**config.mk**
```make
export PLATFORM = sky130hd
export DESIGN_NAME = acc_alu
export DESIGN_NICKNAME = d
export VERILOG_FILES = /design/src/rtl/acc_alu_pkg.sv /design/src/rtl/bit_mask_gen.sv /design/src/rtl/operand_mux.sv /design/src/rtl/alu_core.sv /design/src/rtl/acc_alu.sv
export SDC_FILE = /design/constraint.sdc
export NUM_CORES = 1
export LEC_CHECK = 0
export ABC_AREA = 1
export CAP_MARGIN = 20
export CORE_MARGIN = 1.5
export CORE_UTILIZATION = 46
export DETAILED_ROUTE_END_ITERATION = 8
export DONT_BUFFER_PORTS = 1
export SETUP_SLACK_MARGIN = 0.4
export SLEW_MARGIN = 0
export SYNTH_ARGS = -nofsm -noshare
export SYNTH_HDL_FRONTEND = slang
export SYNTH_HIERARCHICAL = 1
export SYNTH_SLANG_ARGS = --single-unit
```
**constraint.sdc**
```tcl
create_clock -name vclk -period 2.8
set_input_delay 0.14 -clock vclk [all_inputs]
set_output_delay 0.14 -clock vclk [all_outputs]
set_load 0.01 [all_outputs]
```
**src/rtl/acc_alu_pkg.sv**
```systemverilog
package acc_alu_pkg;

    typedef enum logic [3:0] {
        OP_ADD  = 4'b0000,
        OP_AND  = 4'b0001,
        OP_OR   = 4'b0010,
        OP_XOR  = 4'b0011,
        OP_COM  = 4'b0100,
        OP_ROR  = 4'b0101,
        OP_ROL  = 4'b0110,
        OP_SWAP = 4'b0111,
        OP_SUB  = 4'b1000
    } alu_op_e;

    typedef enum logic [1:0] {
        ASRC_WREG = 2'b00,
        ASRC_FILE = 2'b01,
        ASRC_LIT  = 2'b10,
        ASRC_MASK = 2'b11
    } a_src_e;

    typedef enum logic [1:0] {
        BSRC_WREG = 2'b00,
        BSRC_FILE = 2'b01,
        BSRC_LIT  = 2'b10,
        BSRC_ONE  = 2'b11
    } b_src_e;

endpackage

```
**src/rtl/bit_mask_gen.sv**
```systemverilog
module bit_mask_gen #(
    parameter int WIDTH = 8,
    localparam int IDX_W = $clog2(WIDTH)
) (
    input  logic [IDX_W-1:0] idx,
    input  logic             invert,
    output logic [WIDTH-1:0] mask
);
    for (genvar i = 0; i < WIDTH; i++) begin : g_bit
        assign mask[i] = (idx == IDX_W'(i)) ^ invert;
    end

    always_comb begin

        if (!invert) begin
            mask_onehot_chk: assert ($countones(mask) == 1)
                else $error("mask not one-hot");
        end else begin
            mask_inverted_chk: assert ($countones(mask) == WIDTH - 1)
                else $error("inverted mask wrong population");
        end
    end
endmodule

```
**src/rtl/operand_mux.sv**
```systemverilog
module operand_mux #(
    parameter int WIDTH = 8,
    parameter int NSRC  = 4,
    localparam int SEL_W = $clog2(NSRC)
) (
    input  logic [NSRC-1:0][WIDTH-1:0] src,
    input  logic [SEL_W-1:0]           sel,
    output logic [WIDTH-1:0]           out
);
    always_comb begin
        out = '0;
        for (int k = 0; k < NSRC; k++) begin
            if (sel == SEL_W'(k)) out = src[k];
        end
    end
endmodule

```
**src/rtl/alu_core.sv**
```systemverilog
module alu_core
    import acc_alu_pkg::*;
#(
    parameter int WIDTH = 8,
    localparam int HALF = WIDTH / 2
) (
    input  logic [WIDTH-1:0] a,
    input  logic [WIDTH-1:0] b,
    input  logic [3:0]       op,
    input  logic             cin,
    output logic [WIDTH-1:0] res,
    output logic             cout
);
    typedef struct packed {
        logic [WIDTH-1:0] res;
        logic             c;
    } alu_out_t;

    alu_out_t    out_d;
    logic [WIDTH:0] sum_d;
    logic [WIDTH:0] diff_d;
    alu_op_e     op_e;

    assign op_e = alu_op_e'(op);

    always_comb begin
        sum_d     = {1'b0, a} + {1'b0, b};
        diff_d    = {1'b0, a} - {1'b0, b};
        out_d.res = '0;
        out_d.c   = cin;
        case (op_e)
            OP_ADD:  begin out_d.res = sum_d[WIDTH-1:0];  out_d.c = sum_d[WIDTH];   end
            OP_SUB:  begin out_d.res = diff_d[WIDTH-1:0]; out_d.c = ~diff_d[WIDTH]; end
            OP_AND:  out_d.res = a & b;
            OP_OR:   out_d.res = a | b;
            OP_XOR:  out_d.res = a ^ b;
            OP_COM:  out_d.res = ~a;
            OP_ROR:  begin out_d.res = {cin, a[WIDTH-1:1]}; out_d.c = a[0];       end
            OP_ROL:  begin out_d.res = {a[WIDTH-2:0], cin}; out_d.c = a[WIDTH-1]; end
            OP_SWAP: out_d.res = {a[HALF-1:0], a[WIDTH-1:HALF]};
            default: out_d.res = '0;
        endcase
    end

    assign res  = out_d.res;
    assign cout = out_d.c;

    always_comb begin

        if (op == 4'b1000) begin
            sub_borrow_chk: assert (cout == (a >= b))
                else $error("SUB carry disagrees with compare");
        end

        if (op == 4'b0101) begin
            ror_ends_chk: assert (res[WIDTH-1] == cin && cout == a[0])
                else $error("ROR carry path wrong");
        end

        if (op == 4'b0110) begin
            rol_ends_chk: assert (res[0] == cin && cout == a[WIDTH-1])
                else $error("ROL carry path wrong");
        end

        if (op != 4'b0000 && op != 4'b1000 && op != 4'b0101 && op != 4'b0110) begin
            carry_hold_chk: assert (cout == cin)
                else $error("carry not passed through");
        end

        if (op[3] && op[2:0] != 3'b000) begin
            unused_zero_chk: assert (res == '0)
                else $error("unused opcode result nonzero");
        end
    end
endmodule

```
**src/rtl/acc_alu.sv**
```systemverilog
module acc_alu
    import acc_alu_pkg::*;
#(
    parameter int WIDTH = 8,
    localparam int IDX_W = $clog2(WIDTH)
) (
    input  logic [WIDTH-1:0] w_reg,
    input  logic [WIDTH-1:0] file_bus,
    input  logic [WIDTH-1:0] literal,
    input  logic [IDX_W-1:0] bit_idx,
    input  logic             mask_inv,
    input  logic [1:0]       a_sel,
    input  logic [1:0]       b_sel,
    input  logic [3:0]       op,
    input  logic             carry_in,
    output logic [WIDTH-1:0] result,
    output logic             zero,
    output logic             carry_out
);
    logic [WIDTH-1:0]      mask_d;
    logic [WIDTH-1:0]      opa_d;
    logic [WIDTH-1:0]      opb_d;
    logic [3:0][WIDTH-1:0] a_srcs_d;
    logic [3:0][WIDTH-1:0] b_srcs_d;

    bit_mask_gen #(.WIDTH(WIDTH)) u_mask (
        .idx    (bit_idx),
        .invert (mask_inv),
        .mask   (mask_d)
    );

    always_comb begin
        a_srcs_d[ASRC_WREG] = w_reg;
        a_srcs_d[ASRC_FILE] = file_bus;
        a_srcs_d[ASRC_LIT]  = literal;
        a_srcs_d[ASRC_MASK] = mask_d;
        b_srcs_d[BSRC_WREG] = w_reg;
        b_srcs_d[BSRC_FILE] = file_bus;
        b_srcs_d[BSRC_LIT]  = literal;
        b_srcs_d[BSRC_ONE]  = WIDTH'(1);
    end

    operand_mux #(.WIDTH(WIDTH), .NSRC(4)) u_amux (
        .src (a_srcs_d),
        .sel (a_sel),
        .out (opa_d)
    );

    operand_mux #(.WIDTH(WIDTH), .NSRC(4)) u_bmux (
        .src (b_srcs_d),
        .sel (b_sel),
        .out (opb_d)
    );

    alu_core #(.WIDTH(WIDTH)) u_core (
        .a    (opa_d),
        .b    (opb_d),
        .op   (op),
        .cin  (carry_in),
        .res  (result),
        .cout (carry_out)
    );

    assign zero = ~|result;

    always_comb begin

        if (a_sel == 2'b01) begin
            a_file_route_chk: assert (opa_d == file_bus)
                else $error("A operand not file bus");
        end

        if (b_sel == 2'b11) begin
            b_one_route_chk: assert (opb_d == WIDTH'(1))
                else $error("B operand not one");
        end

        zero_flag_chk: assert (zero == (result == '0))
            else $error("zero flag mismatch");
    end
endmodule

```
==> results.txt <==
Pre-Repair DR Iteration Count -> 6
Synth cell types -> 33
hold slack -> 577 ps
power density over the cells -> 236 mW/mm²
post-route design area -> 0.00258 mm²
Register Area -> 0 µm²
library cell appearing most often on the critical path -> buf_4
RSZ-0062 raised after global routing -> true
total design power -> 0.609 mW
most used cells in the layout excluding fill and tap cells -> nand2_1 (102), nand3_1 (86), inv_1 (34), nand4_1 (28), nor2_1 (22)
maximum clock rate -> 393 MHz
Total Nets Final -> 491
total placed instance area -> 0.00236 mm²
Largest delay share family, worst path -> buffers and inverters
area of the die -> 0.00553 mm²
arrival time of the worst setup path -> 2400 ps
Sum Neg Setup Slack -> 0 ps
pin count of the biggest net entering global routing -> 19
Initial Util -> 0.486
number of instances on the worst hold path -> 4
DRC violation total after the first TritonRoute iteration -> 374
MaxCap Viol Count -> 0
library cell contributing the largest single delay on the critical path -> buf_4
final standard cell count with taps included and fillers excluded -> 493
synthesized-area fraction occupied by and/or/nand/nor cells -> 0.596
DPL Wire Length -> 5.80 mm
net load switching power -> 0.385 mW
worst setup margin -> 255 ps
CP Class -> in2out
critical path endpoint category -> primary output
DP Worst Slack -> 210 ps
most common cell after layout, fill and taps aside -> nand2_1
met3 wire len -> 554 µm
Avg Synthesized Cell Area -> 5.63 µm²
static power due to leakage -> 1.26 nW
data required time of the worst path -> 2660 ps
class of the worst hold path -> in2out
met2 wire length -> 3.58 mm
Setup violations, final -> 0
vias in the first global route -> 2506
first-pass GRT wire length -> 12.1 mm
number of nets with antenna violations after routing -> 0
Max rail drop VDD -> 0.0707 mV
mux cell area share after synthesis -> 0
average routed wire per standard cell -> 15.5 µm
Hold Violations, Final -> 0
number of flip-flops and latches -> 0
Die Wd -> 74.4 µm
fraction of layout cells with a size suffix above 1 -> 0.218
Pint -> 0.224 mW
Slew Viols, Final -> 0
count of standard-cell rows -> 25
Multi-input gate area -> 0.00212 mm²
part of the power in the clock network -> 0
number of clock buffers in the layout -> 0
all-layer global routing usage -> 0.276
critical path's largest stage delay -> 220 ps
RePlAce Congestion -> 0.898
Yosys warning count -> 6
ordered cell list for the critical path -> nor2_4, nand2_1, nand2_1, nand2_2, nand3_2, nand4_1, buf_4, buf_6, buf_4, buf_4, buf_4, buf_4, buf_6, buf_6, buf_6, o22ai_4, a21oi_2, nand3_2, nor2_4, nand2_2, nor2_4
Placed Cells incl. Taps -> 480
Post-route DRC -> 0
mapped cell area -> 0.00234 mm²
antenna violations before repair -> 0
compound-gate portion of the synthesized area -> 0.103
Worst setup SP type -> input pin
input/output buffers -> 0
combinational family with the most area after synthesis -> simple AND/OR/NAND/NOR gates
post-synthesis share of cell area spent on xor and xnor gates -> 0
height of the die -> 74.4 µm
top sig layer -> met4
Post-Synth Adder-Cell Area -> 0.145
fill cell count -> 529
highest net fanout along the worst path -> 8
core utilization of the finished layout -> 0.535
GR Overflow Total -> 0
standard cell core area -> 0.00482 mm²
number of diodes added for antenna fixing -> 0
portion of total power attributed to sequential cells -> 0
share of synthesized area occupied by flip-flops and latches -> 0
fin crit period -> 2540 ps
period utilisation layout -> 0.909
combinational cell fraction of total power -> 1.000
routed vias -> 2825
Mapped Cells -> 416
routed metal-1 wire length -> 3.41 mm
Worst Path Buf+Inv -> 9
run status -> finished, final reports clean
final WL -> 7.65 mm
detailed-route vias per instance -> 5.73
stages on the worst setup path -> 21
switching power as a share of total power -> 0.632
Area growth, synth to finish -> 10.1%
I/O pin count -> 47
==> metal layers <==
metal / global-route usage / vias to the layer above
met5: 0 / -
met4: 0.0667 / 0
met3: 0.0298 / 8
met2: 0.461 / 142
met1: 0.380 / 1258
li1: - / 1417
==> logic make-up (layout without fill, tap and decap cells) <==
family,Yosys count,in the layout
buf+inv,71,75
fa+ha+maj,26,26
compound gates,39,39
simple gates,278,278
other cells,2,8
==> Yosys cell counts (3+ instances only) <==
| library cell | number | area (µm²) |
|---|---|---|
| o22ai_1 | 7 | 43.8 |
| buf_6 | 10 | 113 |
| a21oi_1 | 11 | 55.1 |
| nor2_1 | 25 | 93.8 |
| nand2_4 | 5 | 56.3 |
| o21ai_0 | 3 | 15.0 |
| o211ai_1 | 3 | 22.5 |
| buf_2 | 4 | 20.0 |
| o21ai_1 | 8 | 40.0 |
| inv_1 | 39 | 146 |
| nand3_1 | 91 | 455 |
| nand4_1 | 28 | 175 |
| inv_2 | 13 | 48.8 |
| nor2_4 | 10 | 113 |
| ha_1 | 24 | 300 |
| nand2_1 | 105 | 394 |
| nand2_2 | 5 | 31.3 |
| inv_4 | 3 | 18.8 |
==> final timing paths <==
check | startpoint | to | slack [ps]
worst max-delay path | bit_idx[1] | zero | 260
worst min-delay path | carry_in | result[7] | 580
==> final cells by class <==
cell class | instances | area share
Multi-Input combinational cell | 351 | 0.822
Tap cell | 67 | 0.0325
Timing Repair Buffer | 19 | 0.0611
Inverter | 56 | 0.0844
==> repair_timing <==
action,CTS,global route
buffers inserted,11,2
gates resized for setup,12,22
pin swaps,14,19
hold buffers,0,0
endpoints found under the setup margin,1,2
==> power groups by stage <==
stage	combinational [mW]	clock [mW]	sequential, mW
2_1_floorplan	0.435	0	0
3_3_place_gp	0.519	0	0
3_5_place_dp	0.520	0	0
4_1_cts	0.555	0	0
5_1_grt	0.677	0	0
6_report	0.609	0	0
(Power assumes the default switching activity.)
